File: src/rtl/wdt_pkg.sv
package wdt_pkg;

  typedef enum logic [1:0] {
    MODE_SW        = 2'd0,
    MODE_HW_HALT   = 2'd1,
    MODE_HW_ALWAYS = 2'd2
  } wdt_mode_e;

  typedef enum logic [1:0] {
    SRC_TB = 2'd0,
    SRC_WP = 2'd1,
    SRC_SC = 2'd2
  } wdt_src_e;

  localparam logic [15:0] ID_SOFT      = 16'hA596;
  localparam logic [15:0] ID_HW_HALT   = 16'hA597;
  localparam logic [3:0]  KEY_ARM      = 4'b0101;
  localparam logic [2:0]  SEL_HW_FIXED = 3'b001;

  function automatic wdt_mode_e decode_id(input logic [15:0] id);
    if (id == ID_SOFT)         return MODE_SW;
    else if (id == ID_HW_HALT) return MODE_HW_HALT;
    else                       return MODE_HW_ALWAYS;
  endfunction

  function automatic wdt_src_e decode_src(input logic [2:0] sel);
    if (sel[0])      return SRC_SC;
    else if (sel[2]) return SRC_WP;
    else             return SRC_TB;
  endfunction

endpackage

File: src/rtl/wdt_mode_ctrl.sv
module wdt_mode_ctrl
  import wdt_pkg::*;
(
  input  logic        clk_i,
  input  logic        rst_ni,
  input  logic [15:0] sel_id_i,
  input  logic        ctl_we_i,
  input  logic [3:0]  ctl_key_i,
  input  logic [2:0]  ctl_sel_i,
  output wdt_mode_e   mode_o,
  output logic        run_o,
  output logic [2:0]  sel_o,
  output logic        service_o
);

  logic      id_valid_q;
  wdt_mode_e mode_q, mode_n;
  logic      run_q, run_n;
  logic [2:0] sel_q, sel_n;
  logic      key_ok, arm;

  always_comb begin
    key_ok    = ctl_we_i && (ctl_key_i == KEY_ARM);
    arm       = id_valid_q && (mode_q == MODE_SW) && !run_q && key_ok;
    service_o = run_q && key_ok;
    mode_n    = decode_id(sel_id_i);
    run_n     = run_q;
    if (!id_valid_q) run_n = (mode_n != MODE_SW);
    else if (arm)    run_n = 1'b1;
    sel_n     = ctl_sel_i;
  end

  always_ff @(posedge clk_i or negedge rst_ni) begin
    if (!rst_ni) begin
      id_valid_q <= 1'b0;
      mode_q     <= MODE_SW;
      run_q      <= 1'b0;
      sel_q      <= 3'b000;
    end else begin
      id_valid_q <= 1'b1;
      if (!id_valid_q) mode_q <= mode_n;
      run_q <= run_n;
      if (arm) sel_q <= sel_n;
    end
  end

  assign mode_o = mode_q;
  assign run_o  = run_q;
  assign sel_o  = (mode_q == MODE_SW) ? sel_q : SEL_HW_FIXED;

  AST_MODE_HELD: assert property (@(posedge clk_i) disable iff (!rst_ni)
    id_valid_q |=> $stable(mode_q));
  AST_RUN_STICKY: assert property (@(posedge clk_i) disable iff (!rst_ni)
    run_q |=> run_q);
  AST_SEL_LOCKED: assert property (@(posedge clk_i) disable iff (!rst_ni)
    (run_q && id_valid_q) |=> $stable(sel_o));
  AST_HW_RUNS: assert property (@(posedge clk_i) disable iff (!rst_ni)
    (id_valid_q && mode_q != MODE_SW) |=> run_q);

endmodule

File: src/rtl/wdt_src_sel.sv
module wdt_src_sel
  import wdt_pkg::*;
#(
  parameter int unsigned DIV_W      = 16,
  parameter int unsigned TB_LONG_W  = 14,
  parameter int unsigned TB_SHORT_W = 13,
  parameter int unsigned WP_LONG_W  = 14,
  parameter int unsigned WP_SHORT_W = 13,
  parameter int unsigned SC_W       = 16
) (
  input  logic [2:0]       sel_i,
  input  logic [2:0]       tick_i,
  input  logic [2:0]       clr_i,
  output logic             tick_o,
  output logic             clr_o,
  output logic [DIV_W-1:0] mask_o
);

  wdt_src_e    src;
  int unsigned width;

  always_comb begin
    src = decode_src(sel_i);
    case (src)
      SRC_SC: begin
        tick_o = tick_i[2];
        clr_o  = clr_i[2];
        width  = SC_W;
      end
      SRC_WP: begin
        tick_o = tick_i[1];
        clr_o  = clr_i[1];
        width  = sel_i[1] ? WP_SHORT_W : WP_LONG_W;
      end
      default: begin
        tick_o = tick_i[0];
        clr_o  = clr_i[0];
        width  = sel_i[1] ? TB_SHORT_W : TB_LONG_W;
      end
    endcase
  end

  for (genvar g = 0; g < DIV_W; g++) begin : g_mask
    assign mask_o[g] = (32'(g) < width);
  end

endmodule

File: src/rtl/wdt_counter.sv
module wdt_counter #(
  parameter int unsigned DIV_W = 16
) (
  input  logic             clk_i,
  input  logic             rst_ni,
  input  logic             tick_en_i,
  input  logic             src_clr_i,
  input  logic             stage_clr_i,
  input  logic [DIV_W-1:0] mask_i,
  output logic             req_o
);

  logic [DIV_W-1:0] div_q, div_n;
  logic             half_q, half_n;
  logic             req_q, req_n;
  logic             boundary;

  always_comb begin
    boundary = tick_en_i && ((div_q & mask_i) == mask_i);
    div_n    = tick_en_i ? div_q + DIV_W'(1) : div_q;
    half_n   = half_q;
    req_n    = 1'b0;
    if (src_clr_i) begin
      div_n  = '0;
      half_n = 1'b0;
    end else if (stage_clr_i) begin
      half_n = 1'b0;
    end else if (boundary) begin
      req_n  = half_q;
      half_n = !half_q;
    end
  end

  always_ff @(posedge clk_i or negedge rst_ni) begin
    if (!rst_ni) begin
      div_q  <= '0;
      half_q <= 1'b0;
      req_q  <= 1'b0;
    end else begin
      div_q  <= div_n;
      half_q <= half_n;
      req_q  <= req_n;
    end
  end

  assign req_o = req_q;

  AST_REQ_ONE_CYCLE: assert property (@(posedge clk_i) disable iff (!rst_ni)
    req_q |=> !req_q);
  AST_REQ_AFTER_HALF: assert property (@(posedge clk_i) disable iff (!rst_ni)
    $rose(req_q) |-> $past(half_q));
  AST_SRC_CLR_RESTART: assert property (@(posedge clk_i) disable iff (!rst_ni)
    src_clr_i |=> (div_q == '0 && !half_q && !req_q));
  AST_FROZEN_HOLDS: assert property (@(posedge clk_i) disable iff (!rst_ni)
    (!tick_en_i && !src_clr_i) |=> $stable(div_q));

endmodule

File: src/rtl/dual_mode_wdt.sv
module dual_mode_wdt
  import wdt_pkg::*;
#(
  parameter int unsigned TB_LONG_W  = 14,
  parameter int unsigned TB_SHORT_W = 13,
  parameter int unsigned WP_LONG_W  = 14,
  parameter int unsigned WP_SHORT_W = 13,
  parameter int unsigned SC_W       = 16
) (
  input  logic        clk_i,
  input  logic        rst_ni,
  input  logic [15:0] sel_id_i,
  input  logic        ctl_we_i,
  input  logic [3:0]  ctl_key_i,
  input  logic [2:0]  ctl_sel_i,
  input  logic        tb_tick_i,
  input  logic        wp_tick_i,
  input  logic        sc_tick_i,
  input  logic        tb_clr_i,
  input  logic        wp_clr_i,
  input  logic        sc_clr_i,
  input  logic        standby_i,
  output logic        wdt_rst_o
);

  localparam int unsigned MAX_TB = (TB_LONG_W > TB_SHORT_W) ? TB_LONG_W : TB_SHORT_W;
  localparam int unsigned MAX_WP = (WP_LONG_W > WP_SHORT_W) ? WP_LONG_W : WP_SHORT_W;
  localparam int unsigned MAX_PS = (MAX_TB > MAX_WP) ? MAX_TB : MAX_WP;
  localparam int unsigned DIV_W  = (MAX_PS > SC_W) ? MAX_PS : SC_W;

  wdt_mode_e        mode;
  logic             run, service;
  logic [2:0]       sel;
  logic             src_tick, src_clr;
  logic [DIV_W-1:0] mask;
  logic             stby_q;
  logic             stby_entry, freeze, tick_en, stage_clr, clr_en;

  wdt_mode_ctrl u_mode (
    .clk_i     (clk_i),
    .rst_ni    (rst_ni),
    .sel_id_i  (sel_id_i),
    .ctl_we_i  (ctl_we_i),
    .ctl_key_i (ctl_key_i),
    .ctl_sel_i (ctl_sel_i),
    .mode_o    (mode),
    .run_o     (run),
    .sel_o     (sel),
    .service_o (service)
  );

  wdt_src_sel #(
    .DIV_W      (DIV_W),
    .TB_LONG_W  (TB_LONG_W),
    .TB_SHORT_W (TB_SHORT_W),
    .WP_LONG_W  (WP_LONG_W),
    .WP_SHORT_W (WP_SHORT_W),
    .SC_W       (SC_W)
  ) u_src (
    .sel_i  (sel),
    .tick_i ({sc_tick_i, wp_tick_i, tb_tick_i}),
    .clr_i  ({sc_clr_i, wp_clr_i, tb_clr_i}),
    .tick_o (src_tick),
    .clr_o  (src_clr),
    .mask_o (mask)
  );

  always_comb begin
    stby_entry = standby_i && !stby_q;
    freeze     = (mode == MODE_HW_HALT) && standby_i;
    tick_en    = run && src_tick && !freeze;
    clr_en     = run && src_clr;
    stage_clr  = service || (run && stby_entry && (mode != MODE_HW_ALWAYS));
  end

  always_ff @(posedge clk_i or negedge rst_ni) begin
    if (!rst_ni) stby_q <= 1'b0;
    else         stby_q <= standby_i;
  end

  wdt_counter #(.DIV_W(DIV_W)) u_cnt (
    .clk_i       (clk_i),
    .rst_ni      (rst_ni),
    .tick_en_i   (tick_en),
    .src_clr_i   (clr_en),
    .stage_clr_i (stage_clr),
    .mask_i      (mask),
    .req_o       (wdt_rst_o)
  );

  AST_IDLE_QUIET: assert property (@(posedge clk_i) disable iff (!rst_ni)
    (mode == MODE_SW && !run) |-> !wdt_rst_o);
  AST_HALT_FROZEN: assert property (@(posedge clk_i) disable iff (!rst_ni)
    (mode == MODE_HW_HALT && standby_i && !clr_en) |=> !wdt_rst_o);

endmodule

File: config.mk
export PLATFORM = sky130hd
export DESIGN_NAME = dual_mode_wdt
export DESIGN_NICKNAME = d
export VERILOG_FILES = /design/src/rtl/wdt_pkg.sv /design/src/rtl/wdt_mode_ctrl.sv /design/src/rtl/wdt_src_sel.sv /design/src/rtl/wdt_counter.sv /design/src/rtl/dual_mode_wdt.sv
export SDC_FILE = /design/constraint.sdc
export NUM_CORES = 1
export LEC_CHECK = 0
export BUFFER_PORTS_ARGS = -buffer_cell sky130_fd_sc_hd__buf_2
export CORE_ASPECT_RATIO = 1.2
export CORE_MARGIN = 1.5
export CORE_UTILIZATION = 35
export CTS_CLUSTER_DIAMETER = 120
export DETAILED_ROUTE_END_ITERATION = 16
export MAX_ROUTING_LAYER = met4
export PLACE_DENSITY_LB_ADDON = 0.15
export RECOVER_POWER = 25
export SLEW_MARGIN = 20
export SYNTH_ARGS = -nofsm -noshare
export SYNTH_HDL_FRONTEND = slang
export SYNTH_SLANG_ARGS = --single-unit
File: constraint.sdc
create_clock -name clk_i -period 4.5 [get_ports clk_i]
set_input_delay 0.225 -clock clk_i [delete_from_list [all_inputs] [get_ports clk_i]]
set_output_delay 0.225 -clock clk_i [all_outputs]
set_load 0.01 [all_outputs]
**Word-level counts from Yosys, hierarchy flattened**

Cells that the tools add are included.

- Add/sub/neg operators: 1
- Multipliers: 0
- Div/mod/pow operators: 0
- Magnitude comparators: 16
- Equal/unequal tests: 9
- Shifts and indexed selects: 0
- Muxes and demuxes: 19
- Bitwise operators: 1
- Reduce and logical (&&, ||, !) cells: 22

Operators by type and width:

| operator | number |
|---|---|
| $lt 4x32->1 const A | 8 |
| $lt 3x32->1 const A | 4 |
| $lt 1x32->1 const A | 2 |
| $lt 2x32->1 const A | 2 |
| $eq 16x16->1 const B | 2 |
| $mux 16 | 2 |
| $mux 32 | 1 |
| $add 16x1->16 const B | 1 |
| $and 16x16->16 | 1 |
| $eq 16x16->1 | 1 |
| $logic_and 1x1->1 | 13 |
| $mux 1 | 9 |
| $mux 2 | 4 |
| $eq 2x1->1 const B | 2 |
| $eq 4x3->1 const B | 1 |
| $logic_not 1->1 | 4 |
| $ne 2x2->1 const B | 2 |
| $pmux 1 s2 | 2 |
| $reduce_bool 2->1 | 2 |
| $mux 3 | 1 |
| $reduce_bool 3->1 | 1 |
| $eq 2x2->1 const B | 1 |
| $logic_not 2->1 | 1 |
| $logic_or 1x1->1 | 1 |

- Flip-flop bits (word level): 26
- Latch bits: 0
- Bits in writable memories: 0
- ROM bits: 0
- Output and inout bits: 1
- Word-level logic and storage cells: 76
- Memories kept: 0

**Depth between registers and ports, before layout**

Gate-level depths: netlist (run 1).

- Word-level depth: 13
- Mapped depth: 7
- Gate-level depth less buffers: 5

**Modules after synthesis**

From an unflattened synthesis (run 1), not the netlist that was laid out.

- Cell total of the unflattened synthesis: 171
- Area, all modules: 1595.3 um^2

By module, submodules not included:

| module | instances | cells each | area an instance (um^2) |
|---|---|---|---|
| wdt_counter | 1 | 109 | 1011.0 |
| wdt_mode_ctrl | 1 | 31 | 366.6 |
| wdt_src_sel | 1 | 23 | 152.6 |
| dual_mode_wdt | 1 | 8 | 65.1 |

**Worst setup path before layout (run 1)**

Ideal clock, no wire load.

- Path type: register to register
- Start: register u_mode.mode_q[0], in the netlist u_mode.mode_o[0]
- End: register u_cnt.div_q[0]
- Data arrival time: 1535 ps
- Data required time: 4379 ps
- Setup slack: 2843 ps
- Cell stages (with the launch flop): 7
- Buffers on the path: 1
- Clock period less this slack: 1657 ps
- Cell sequence: dfrtp_1 nor3_4 mux2i_4 buf_6 nor2_1 xnor2_1 nor2_1

- Longest elaborated chain between the ends: 9
- Elaborated cells between the ends (all ways): 16

RTL lines:

| item | RTL line | source |
|---|---|---|
| start: declaration | wdt_mode_ctrl.sv:17 | `wdt_mode_e mode_q, mode_n;` |
| start signal: assignment | wdt_mode_ctrl.sv:41 | `if (!id_valid_q) mode_q <= mode_n;` |
| $logic_not 2->1 | wdt_mode_ctrl.sv:49 | `assign sel_o = (mode_q == MODE_SW) ? sel_q : SEL_HW_FIXED;` |
| $mux 3 | wdt_mode_ctrl.sv:49 |  |
| $mux 1 | wdt_pkg.sv:28 | `else if (sel[2]) return SRC_WP;` |
| $mux 2 | wdt_pkg.sv:27 | `if (sel[0]) return SRC_SC;` |
| $eq 2x1->1 or $eq 2x2->1 (tied branches) | wdt_src_sel.sv:24 | `case (src)` |
| $pmux 1 s2 | wdt_src_sel.sv:24 |  |
| $logic_and 1x1->1 (2 in a row) | dual_mode_wdt.sv:71 | `tick_en = run && src_tick && !freeze;` |
| $reduce_bool 2->1 (no line) | -- |  |
| end signal: assignment | wdt_counter.sv:40 | `div_q <= div_n;` |
| end: declaration | wdt_counter.sv:13 | `logic [DIV_W-1:0] div_q, div_n;` |

Several ways; a longest one is shown, not always the timed one.
A chain may end at the register's enable or synchronous reset.

**Worst setup path after layout (run 1)**

- Start: register u_mode.mode_q[0], in the netlist u_mode.mode_o[0]
- End: register u_cnt.half_q

- Longest elaborated chain between the ends: 11
- Elaborated cells between the ends (all ways): 41

RTL lines:

| item | RTL line | source |
|---|---|---|
| $logic_not 2->1 | wdt_mode_ctrl.sv:49 |  |
| $mux 3 | wdt_mode_ctrl.sv:49 |  |
| $mux 1 | wdt_pkg.sv:28 |  |
| $mux 2 | wdt_pkg.sv:27 |  |
| $eq 2x2->1 | wdt_src_sel.sv:24 |  |
| $mux 32 | -- |  |
| $lt 1x32->1, or another cell as far along | wdt_src_sel.sv:44 | `assign mask_o[g] = (32'(g) < width);` |
| $and 16x16->16 | wdt_counter.sv:19 | `boundary = tick_en_i && ((div_q & mask_i) == mask_i);` |
| $eq 16x16->1 | wdt_counter.sv:19 |  |
| $logic_and 1x1->1 | wdt_counter.sv:19 |  |
| $reduce_bool 3->1 (no line) | -- |  |
| end signal: assignment | wdt_counter.sv:41 | `half_q <= half_n;` |
| end: declaration | wdt_counter.sv:14 | `logic half_q, half_n;` |

Several ways; a longest one is shown, not always the timed one.

==> results of run 1 <==
[power by group]
part | switching, mW | total (mW) | internal [mW]
clock network | 0.0683 | 0.128 | 0.0599
registers | 0.00274 | 0.239 | 0.236
logic | 0.0177 | 0.0341 | 0.0164
[stage by stage]
step	area [um2]	utilization [%]
finish	1710	43.3
global route	1710	43.3
CTS	1710	43.4
detailed placement	1660	42.1
global placement	1660	42.1
floorplan	1450	-
[worst paths after layout]
| check | from | to | slack, ps | cells past startpoint |
|---|---|---|---|---|
| max | u_mode.mode_o[0] | u_cnt.half_q | 2530 | 5 |
| min | standby_i | stby_q | 110 | 1 |
| max reg2reg | u_mode.mode_o[0] | u_cnt.half_q | 2530 | 5 |
| min reg2reg | u_mode.id_valid_q | u_mode.mode_o[1] | 520 | 1 |
| max in group asynchronous | rst_ni | u_mode.mode_o[0] | 2850 | 2 |
| min in group asynchronous | rst_ni | u_cnt.div_q[9] | 820 | 2 |
[final cells by class]
type	count	share of cell area (%)
repair buffers	34	10.0
flip-flops and latches	26	38.1
inverters	3	0.660
clock buffers	3	2.42
well taps	54	3.96
multi-input cells	103	44.8
[worst max-delay path: stages, from the launching register on]
cell and delay (ps):
dfrtp_1 460, nor3_4 300, mux2i_4 680, a2111oi_4 100, xor2_1 170, and2_1 170
[cells by family after synthesis]
kind of cell	synth area share, %
AND/OR/NAND/NOR	29.7
flip-flops	45.0
XOR/XNOR	9.69
AO/OA/AOI/OAI	6.14
multiplexers	5.36
buffers and inverters	2.16
adder cells (fa/ha/maj)	1.73
other	0.259
[routing by layer]
| metal | global-route usage [%] | vias to the layer above |
|---|---|---|
| met3 | 2.11 | 4 |
| met4 | 4.26 | 0 |
| met5 | - | - |
| met2 | 24.0 | 27 |
| met1 | 17.7 | 524 |
| li1 | - | 542 |
[synth_stat cells (2+ instances only)]
library cell  number
nor4bb_1           4
and3_1             3
nor2_1            21
ha_1               2
and2_1             3
nor4_2             2
a21oi_1            5
nand2_1            7
nand3_1            6
dfrtp_1           26
and4_1             3
mux2_2             4
o21ai_0            2
inv_1              3
nor3b_1            2
nor3_2             6
nand4_1            3
xnor2_1           15
[sequential cells by signal (all words and copies together) (netlist names)]
| signal | cells |
|---|---|
| stby_q | 1 |
| u_cnt.div_q | 16 |
| u_cnt.half_q | 1 |
| u_cnt.req_o | 1 |
| u_mode.id_valid_q | 1 |
| u_mode.mode_o | 2 |
| u_mode.run_o | 1 |
| u_mode.sel_q | 3 |
==> qor.csv, run 1 <==
stage,metric,value,unit
route,first_iter_violations,36,
timing,skew,5.46,ps
final_layout,register_area,651,um2
clock_tree,cts_hold_buffers,1,
logic_synthesis,synth_area_leaders,"dfrtp_1 45%, xnor2_1 9.1%, nor2_1 5.4%",
placement,port_buffers,33,
power_and_ir_drop,irDropWorstVdd,118,uV
logic_synthesis,ys_seq_elements,26,
die,start_util,36.7,%
die,num_rows,25,
timing,max_freq,0.507,GHz
logic_synthesis,synth_edf_count,0,
route,wl_per_cell,12.6,um
final_layout,fin_cells,223,
worst_setup_path,worst_ep_required_time,4660,ps
logic_synthesis,synth.largest_area_cell,dfrtp_1,
die,die_area,0.00453,mm2
worst_setup_path,path_class,reg -> reg,
clock_tree,cts_num_sinks,26,
placement,placed_cells,219,
worst_setup_path,endpoint_kind,flip-flop,
global_routing,grt_max_degree,27,
route,drt-met1-wl,1180,um
timing,max_slew_margin,5.98,%
die,design.core.area,0.00394,mm2
route,first_pass_iters,4,
timing,whs,114,ps
clock_tree,path_clk_slew,90,ps
route,met3_length,105,um
final_layout,multi_input_area,764,um2
global_routing,grt_pass1_vias,1091,
final_layout,area_growth,18.0,%
logic_synthesis,synth_top_area_share,45.0,%
final_layout,insertedDiodeCount,0,
timing,post-route-period-util,43.8,%
route,ant_nets,0,
logic_synthesis,synth_cells,135,
clock_tree,cts_buffer_depth,2,
route,topRoutingLayerUsed,met4,
timing,drv_slew,0,
timing,worstMarginPinSlew,1410,ps
clock_tree,cts_buffers,3,
logic_synthesis,yosysWarnings,0,
power_and_ir_drop,power.leakage,0.734,nW
final_layout,layout-drive-gt1-share,29.6,%
timing,setup_viol,0,
global_routing,antenna_found_initial,0,
placement,dpl.hpwl,2160,um
route,viasPerCell,4.92,
worst_hold_path,min_path_type,in -> reg,
global_routing,grt-ovfl-total,0,
timing,fin_setup_tns,0,ps
logic_synthesis,async_reset_ff_share,100,%
power_and_ir_drop,power.density,235,mW/mm2
die,num_io_pins,34,
final_layout,fin_nets,206,
worst_setup_path,critPathMaxFanout,17,
timing,final_hold_viol_count,0,
final_layout,layout_common_cells,"30 x buf_2, 26 x dfrtp_1, 21 x nor2_1, 15 x xnor2_1, 7 x nand2_1",
route,num_vias,1097,
clock_tree,cts_tree,done,
final_layout,final_common_cell,buf_2,
placement,place_congestion,0.805,
die,die_h,73.4,um
logic_synthesis,syn_area,0.00145,mm2
clock_tree,post_cts_buffers,0,
worst_setup_path,start_kind,flip-flop,
final_layout,fillCellCount,402,
logic_synthesis,synth_ff_type,dfrtp_1,
clock_tree,cts_root_buf,clkbuf_8,
die,die_w,61.7,um
route,met2_length,1490,um
route,drc,0,
logic_synthesis,yosysUniqueCellTypes,36,
clock_tree,clk_latency,270,ps
logic_synthesis,seq_area_frac_synth,45.0,%
global_routing,grt_pass1_wl,4760,um
job,drv_cap,0,
power_and_ir_drop,power,401,uW
timing,setup_slack,2530,ps
timing,rsz0062_at_grt,no,
logic_synthesis,syn_nets,170,
clock_tree,cts_resized,0,
logic_synthesis,synth.avg_cell_area,10.7,um2
placement,place_ws,2540,ps
clock_tree,htreeDepth,1,
timing,period_needed,1970,ps
route,routed_wl,2800,um
global_routing,gr-usage-all-layers,14.4,%
status,outcome,completed,
worst_setup_path,cp_data_arrival_time,2140,ps
Power figures use the tool's default switching activity.
==> run 2, diff against run 1 <==
==> constraint.sdc (replaced) <==
create_clock -name clk_i -period 2 [get_ports clk_i]
set_input_delay 0.1 -clock clk_i [delete_from_list [all_inputs] [get_ports clk_i]]
set_output_delay 0.1 -clock clk_i [all_outputs]
set_load 0.01 [all_outputs]
==> run 2 against run 1 <==
Compared with the run above: critical path depth is the same; register-to-register slack lost 2300 ps; global-route usage grew 0.60 points; sequential share of layout area shrank 1.1 points; die area is the same; non-clock buffer count grew 3; sequential cell count is the same; total power grew 140%; wire length grew 4.1%; critical path type unchanged; critical endpoint unchanged.
==> qor.csv, run 2 (synthesis gave the netlist of run 1 again) <==
stage,metric,value,unit,change
status,outcome,completed,,unchanged
timing,rsz0062_at_grt,no,,unchanged
timing,post-route-period-util,87.0,%,was 43.8%
power_and_ir_drop,p_comb_share,8.8,%,was 8.5%
timing,setup_viol,0,,unchanged
final_layout,largest_reg_flops,16,,unchanged
route,num_vias,1113,,was 1097
timing,worstMarginPinSlew,1420,ps,was 1410 ps
final_layout,largest_register,u_cnt.div_q,,unchanged
job,drv_cap,0,,unchanged
worst_setup_path,crit_path_max_incr_delay,450,ps,was 680 ps
worst_setup_path,worst_ep_required_time,2170,ps,was 4660 ps
worst_setup_path,critPathSlowestCell,dfrtp_1,,was mux2i_4
global_routing,antenna_found_initial,0,,unchanged
final_layout,insertedDiodeCount,0,,unchanged
final_layout,layout-drive-gt1-share,31.2,%,was 29.6%
clock_tree,cts_buffer_depth,2,,unchanged
die,num_io_pins,34,,unchanged
die,num_rows,25,,unchanged
timing,max_freq,0.575,GHz,was 0.507 GHz
timing,final_hold_viol_count,0,,unchanged
final_layout,final_common_cell,buf_2,,unchanged
global_routing,grt_pass1_wl,4940,um,was 4760 um
placement,dpl-instance-area,0.00169,mm2,was 0.00166 mm2
power_and_ir_drop,p_int,751,uW,was 312 uW
die,design.core.area,0.00394,mm2,unchanged
placement,dpl.hpwl,2220,um,was 2160 um
worst_setup_path,path_class,reg -> reg,,unchanged
die,start_util,36.7,%,unchanged
timing,period_needed,1740,ps,was 1970 ps
timing,fin_setup_tns,0,ps,unchanged
clock_tree,cts_root_buf,clkbuf_8,,unchanged
route,first_pass_iters,4,,unchanged
timing,drv_slew,0,,unchanged
global_routing,gr-usage-all-layers,15.0,%,was 14.4%
clock_tree,clk_latency,270,ps,about the same
route,drc,0,,unchanged
global_routing,grt-ovfl-total,0,,unchanged
clock_tree,cts_tree,done,,unchanged
placement,port_buffers,33,,unchanged
worst_setup_path,crit_buf_inv,0,,unchanged
global_routing,grt_max_degree,27,,unchanged
clock_tree,cts_resized,0,,unchanged
worst_setup_path,crit_family,compound AO/OA/AOI/OAI gates,,was multiplexers
power_and_ir_drop,pwr-share-seq,55.7,%,was 59.6%
power_and_ir_drop,switching_power,215,uW,was 88.7 uW
timing,skew,1.90,ps,was 5.46 ps
clock_tree,post_cts_buffers,0,,unchanged
route,wl_per_cell,12.8,um,was 12.6 um
clock_tree,htreeDepth,1,,unchanged
worst_setup_path,start_kind,flip-flop,,unchanged
die,die_h,73.4,um,unchanged
worst_setup_path,crit_chain,"nor3_4, o21ai_0, a2111oi_4, xor2_1, and2_1",,"was nor3_4, mux2i_4, a2111oi_4, xor2_1, and2_1"
clock_tree,path_clk_slew,90,ps,about the same
power_and_ir_drop,power.density,549,mW/mm2,was 235 mW/mm2
final_layout,layout_common_cells,"31 x buf_2, 26 x dfrtp_1, 21 x nor2_1, 15 x xnor2_1, 7 x nand2_1",,"was 30 x buf_2, 26 x dfrtp_1, 21 x nor2_1, 15 x xnor2_1, 7 x nand2_1"
worst_setup_path,critPathMaxFanout,5,,was 17
global_routing,grt_pass1_vias,1111,,was 1091
worst_setup_path,cp_data_arrival_time,1910,ps,was 2140 ps
power_and_ir_drop,power,965,uW,was 401 uW
power_and_ir_drop,pwr-share-clk,35.4,%,was 31.9%
die,die_w,61.7,um,unchanged
worst_hold_path,min_path_type,in -> reg,,unchanged
final_layout,area_growth,21.6,%,was 18.0%
route,viasPerCell,4.90,,was 4.92
power_and_ir_drop,switching_share,22.2,%,was 22.1%
clock_tree,cts_num_sinks,26,,unchanged
placement,place_congestion,0.807,,was 0.805
clock_tree,cts_buffers,3,,unchanged
final_layout,fin_nets,209,,was 206
route,first_iter_violations,24,,was 36
worst_setup_path,endpoint_kind,flip-flop,,unchanged
power_and_ir_drop,power.leakage,0.764,nW,was 0.734 nW
power_and_ir_drop,irDropWorstVdd,272,uV,was 118 uV
route,routed_wl,2910,um,was 2800 um
die,die_area,0.00453,mm2,unchanged
final_layout,final_area,0.00176,mm2,was 0.00171 mm2
clock_tree,cts_hold_buffers,2,,was 1
route,ant_nets,0,,unchanged
timing,max_slew_margin,5.01,%,was 5.98%
run 2: power groups by stage:
stage	Combinational (mW)	Clock [mW]	Sequential (mW)
2_1_floorplan	0.0345	0	0.547
3_3_place_gp	0.0826	0	0.548
3_5_place_dp	0.0848	0	0.548
4_1_cts	0.0881	0.351	0.538
5_1_grt	0.0983	0.376	0.539
6_report	0.0854	0.342	0.538
run 2: per-layer routing:
layer / wire length (um) / global-route usage [%] / part of all wire (%)
met3: 85 / 2.29 / 2.9
met4: 35 / 5.44 / 1.2
met2: 1540 / 25.3 / 53
met1: 1260 / 17.6 / 43
met5: 0 / - / 0
run 2: cell type report:
type | count | area [um2]
repair buffers | 37 | 210
flip-flops and latches | 26 | 651
well taps | 54 | 67.6
clock buffers | 4 | 55.1
inverters | 3 | 11.3
fillers | 405 | 2180
multi-input cells | 103 | 764
run 2: worst register-to-register path, delay by kind of cell (launching register included):
kind / cells / cell delay, ps
AO/OA/AOI/OAI: 2 / 640
XOR/XNOR: 1 / 100
flip-flops: 1 / 450
AND/OR/NAND/NOR: 2 / 450
run 2: worst paths after layout:
check	startpoint	endpoint	slack [ps]	depth (start not counted)
setup / recovery	u_mode.mode_o[0]	u_cnt.half_q	260	5
hold / removal	ctl_sel_i[1]	u_mode.sel_q[1]	60	2
setup reg to reg	u_mode.mode_o[0]	u_cnt.half_q	260	5
hold reg to reg	u_mode.id_valid_q	u_mode.mode_o[1]	530	1
max in group asynchronous	rst_ni	u_mode.run_o	470	2
min in group asynchronous	rst_ni	u_cnt.div_q[13]	700	2
run 2: stage by stage:
stage          utilization, %  setup WS (ps)  hold slack (ps)  std cells
6_report                 44.6            260             60.7        227
3_5_place_dp             42.8            264              142        221
4_1_cts                  44.7            252             58.6        227
2_1_floorplan               -            343             -196        135
3_3_place_gp             42.8            318              137        221
5_1_grt                  44.6            110             54.5        227
==> run 3, diff against run 2 <==
--- a/config.mk
+++ b/config.mk
@@ -5,12 +5,14 @@
 export SDC_FILE = /design/constraint.sdc
 export NUM_CORES = 1
 export LEC_CHECK = 0
+export ABC_AREA = 1
 export BUFFER_PORTS_ARGS = -buffer_cell sky130_fd_sc_hd__buf_2
 export CORE_ASPECT_RATIO = 1.2
 export CORE_MARGIN = 1.5
 export CORE_UTILIZATION = 35
 export CTS_CLUSTER_DIAMETER = 120
 export DETAILED_ROUTE_END_ITERATION = 16
+export GPL_TIMING_DRIVEN = 0
 export MAX_ROUTING_LAYER = met4
 export PLACE_DENSITY_LB_ADDON = 0.15
 export RECOVER_POWER = 25
==> run 3 against run 2 <==
Compared with the run above: count of clock-buffer cells in the layout decreased by 1; sequential cell count unchanged; worst hold slack got worse by 5.8 ps; critical endpoint is now u_cnt.div_q[14]; highest routed layer unchanged.
==> qor.csv, run 3 <==
stage,metric,value,unit,change
route,first_pass_iters,4,,unchanged
route,ant_nets,0,,unchanged
worst_hold_path,min_path_type,in -> reg,,unchanged
clock_tree,cts_num_sinks,26,,unchanged
clock_tree,htreeDepth,1,,unchanged
global_routing,grt_pass1_wl,6640,um,was 4940 um
final_layout,largest_reg_flops,16,,unchanged
timing,whs,54.9,ps,was 60.7 ps
logic_synthesis,synth_cells,224,,was 135
route,viasPerCell,4.78,,was 4.90
final_layout,largest_register,u_cnt.div_q,,unchanged
timing,worstMarginPinSlew,605,ps,was 1420 ps
timing,final_hold_viol_count,0,,unchanged
timing,setup_viol,0,,unchanged
route,drc,0,,unchanged
logic_synthesis,syn_area,0.00163,mm2,was 0.00145 mm2
worst_setup_path,crit_top_cell,nand2_1,,
die,die_area,0.00507,mm2,was 0.00453 mm2
worst_setup_path,rrSetupSlack,500,ps,was 260 ps
global_routing,gr-usage-all-layers,16.7,%,was 15.0%
final_layout,area_growth,18.2,%,was 21.6%
clock_tree,clk_latency,280,ps,was 270 ps
power_and_ir_drop,p_int,733,uW,was 751 uW
worst_setup_path,worstReg2RegEnd,u_cnt.div_q[14],,was u_cnt.half_q
power_and_ir_drop,p_comb_share,13.7,%,was 8.8%
logic_synthesis,yosysUniqueCellTypes,25,,was 36
logic_synthesis,synth_area_leaders,"dfrtp_1 40%, nand2_1 14%, nand3_1 7.7%",,"was dfrtp_1 45%, xnor2_1 9.1%, nor2_1 5.4%"
worst_setup_path,cp-endpoint,u_cnt.div_q[14],,was u_cnt.half_q
clock_tree,cts_tree,done,,unchanged
power_and_ir_drop,irDropWorstVdd,284,uV,was 272 uV
worst_setup_path,start_kind,flip-flop,,unchanged
worst_setup_path,crit_path_max_incr_delay,470,ps,was 450 ps
route,num_vias,1531,,was 1113
status,outcome,completed,,unchanged
worst_setup_path,crit_cells,9,,was 5
logic_synthesis,async_reset_ff_share,100,%,unchanged
worst_setup_path,path_class,reg -> reg,,unchanged
die,start_util,35.9,%,was 36.7%
clock_tree,cts_buffers,3,,unchanged
timing,drv_slew,0,,unchanged
placement,port_buffers,33,,unchanged
placement,dpl.hpwl,2860,um,was 2220 um
logic_synthesis,synth.largest_area_cell,dfrtp_1,,unchanged
logic_synthesis,seq_area_frac_synth,40.0,%,was 45.0%
power_and_ir_drop,switching_power,267,uW,was 215 uW
final_layout,layout_common_cells,"60 x nand2_1, 32 x buf_2, 31 x nor2_1, 26 x dfrtp_1, 25 x nand3_1",,"was 31 x buf_2, 26 x dfrtp_1, 21 x nor2_1, 15 x xnor2_1, 7 x nand2_1"
die,die_h,77.7,um,was 73.4 um
die,design.core.area,0.00453,mm2,was 0.00394 mm2
timing,period_needed,1500,ps,was 1740 ps
final_layout,final_common_cell,nand2_1,,was buf_2
timing,skew,8.32,ps,was 1.90 ps
worst_setup_path,crit_chain,"nor2_4, nand2_2, nand2_1, nand3_2, nand2_4, inv_2, buf_4, nand4_1, nand2_1",,"was nor3_4, o21ai_0, a2111oi_4, xor2_1, and2_1"
power_and_ir_drop,power.leakage,0.981,nW,was 0.764 nW
worst_setup_path,critPathMaxFanout,10,,was 5
worst_setup_path,critPathSlowestCell,dfrtp_1,,unchanged
global_routing,grt_max_degree,27,,unchanged
die,die_w,65.2,um,was 61.7 um
route,routed_wl,3660,um,was 2910 um
logic_synthesis,synthMostInstantiatedCell,nand2_1,,was dfrtp_1
logic_synthesis,synth_top_area_share,40.0,%,was 45.0%
timing,rsz0062_at_grt,no,,unchanged
power_and_ir_drop,switching_share,26.7,%,was 22.2%
power_and_ir_drop,power,1.00,mW,was 965 uW
timing,setup_slack,499,ps,was 260 ps
clock_tree,cts_buffer_depth,2,,unchanged
logic_synthesis,synth_ff_type,dfrtp_1,,unchanged
timing,fin_setup_tns,0,ps,unchanged
worst_setup_path,worstReg2RegStart,u_mode.mode_o[0],,unchanged
final_layout,layout-drive-gt1-share,21.0,%,was 31.2%
worst_setup_path,worst_ep_required_time,2170,ps,about the same
worst_setup_path,cp_data_arrival_time,1680,ps,was 1910 ps
clock_tree,post_cts_buffers,0,,unchanged
placement,place_ws,475,ps,was 264 ps
logic_synthesis,syn_nets,259,,was 170
logic_synthesis,ys_seq_elements,26,,unchanged
die,num_io_pins,34,,unchanged
global_routing,grt-ovfl-total,0,,unchanged
final_layout,insertedDiodeCount,0,,unchanged
final_layout,fin_nets,299,,was 209
worst_setup_path,startpoint,u_mode.mode_o[0],,unchanged
die,num_rows,27,,was 25
clock_tree,cts_root_buf,clkbuf_8,,unchanged
logic_synthesis,ys_top_cells_by_count,"60 x nand2_1, 31 x nor2_1, 26 x dfrtp_1",,"was 26 x dfrtp_1, 21 x nor2_1, 15 x xnor2_1"
placement,place_congestion,0.846,,was 0.807
worst_setup_path,crit_family,simple AND/OR/NAND/NOR gates,,was compound AO/OA/AOI/OAI gates
timing,max_freq,0.666,GHz,was 0.575 GHz
power_and_ir_drop,power.density,520,mW/mm2,was 549 mW/mm2
logic_synthesis,synth.avg_cell_area,7.26,um2,was 10.7 um2
worst_setup_path,reg2reg_depth,9,,was 5
logic_synthesis,yosysWarnings,0,,unchanged
logic_synthesis,synth_edf_count,0,,unchanged
route,first_iter_violations,65,,was 24
timing,max_slew_margin,59.7,%,was 5.01%
job,drv_cap,0,,unchanged
clock_tree,path_clk_slew,90,ps,about the same
route,wl_per_cell,11.4,um,was 12.8 um
power_and_ir_drop,pwr-share-seq,55.7,%,about the same
worst_setup_path,endpoint_kind,flip-flop,,unchanged
power_and_ir_drop,pwr-share-clk,30.5,%,was 35.4%
worst_setup_path,crit_buf_inv,2,,was 0
timing,post-route-period-util,75.1,%,was 87.0%
global_routing,antenna_found_initial,0,,unchanged
global_routing,grt_pass1_vias,1639,,was 1111
run 3: timing repair:
action                                 CTS  global route
gates resized for setup                  0             0
hold buffers                             2             0
endpoints found under the hold margin   27             0
run 3: cell type report:
| type | instances | area (um2) |
|---|---|---|
| fill | 498 | 2600 |
| multi-input combinational | 171 | 862 |
| sequential | 26 | 651 |
| timing repair buffer | 35 | 183 |
| inverter | 24 | 90.1 |
| tap | 58 | 72.6 |
| clock buffer | 3 | 41.3 |
| buffer | 3 | 23.8 |
run 3: routing by layer:
layer | wire [um] | part of all wire [%] | track usage, % | vias up
met5 | 0 | 0 | - | -
met4 | 58 | 1.6 | 6.25 | 0
met3 | 77 | 2.1 | 1.30 | 7
met2 | 1910 | 52 | 31.5 | 29
met1 | 1610 | 44 | 17.8 | 696
li1 | - | - | - | 799
run 3: worst min path at each step:
stage                     cells past startpoint               to  slack (ps)         start
after floorplan                               0           stby_q        -200        rst_ni
after global placement                        1   u_cnt.div_q[4]         150        rst_ni
after detailed placement                      1   u_cnt.div_q[3]         160        rst_ni
after CTS                                     3  u_mode.sel_q[1]          60  ctl_sel_i[1]
after global routing                          3  u_mode.sel_q[1]          80  ctl_sel_i[1]
final                                         3  u_mode.sel_q[1]          50  ctl_sel_i[1]
run 3: kinds of logic after synthesis:
logic type	after synthesis	synth area share, %
buf+inv	27	7.00
xor+xnor	8	4.31
other cells	1	0.231
compound gates	13	4.00
simple gates	147	42.9
flops	26	40.0
fa+ha+maj	2	1.54
run 3: per-stage QoR:
step / area (um2) / instances / utilization, %
2_1_floorplan: 1630 / 224 / -
3_3_place_gp: 1860 / 315 / 41.2
3_5_place_dp: 1860 / 315 / 41.2
4_1_cts: 1930 / 320 / 42.5
5_1_grt: 1920 / 320 / 42.5
6_report: 1920 / 320 / 42.5
run 3: power by group through the flow:
| stage | Clock, mW | Sequential [mW] | Combinational [mW] |
|---|---|---|---|
| floorplan | 0 | 0.564 | 0.0760 |
| global placement | 0 | 0.567 | 0.136 |
| detailed placement | 0 | 0.567 | 0.139 |
| CTS | 0.315 | 0.558 | 0.142 |
| global route | 0.332 | 0.561 | 0.158 |
| finish | 0.305 | 0.558 | 0.137 |
run 3: tightest hold or removal path: cells and delay by family:
kind	cells	cell delay, ps
and+or+nand+nor	2	120
buffers and inverters	1	80
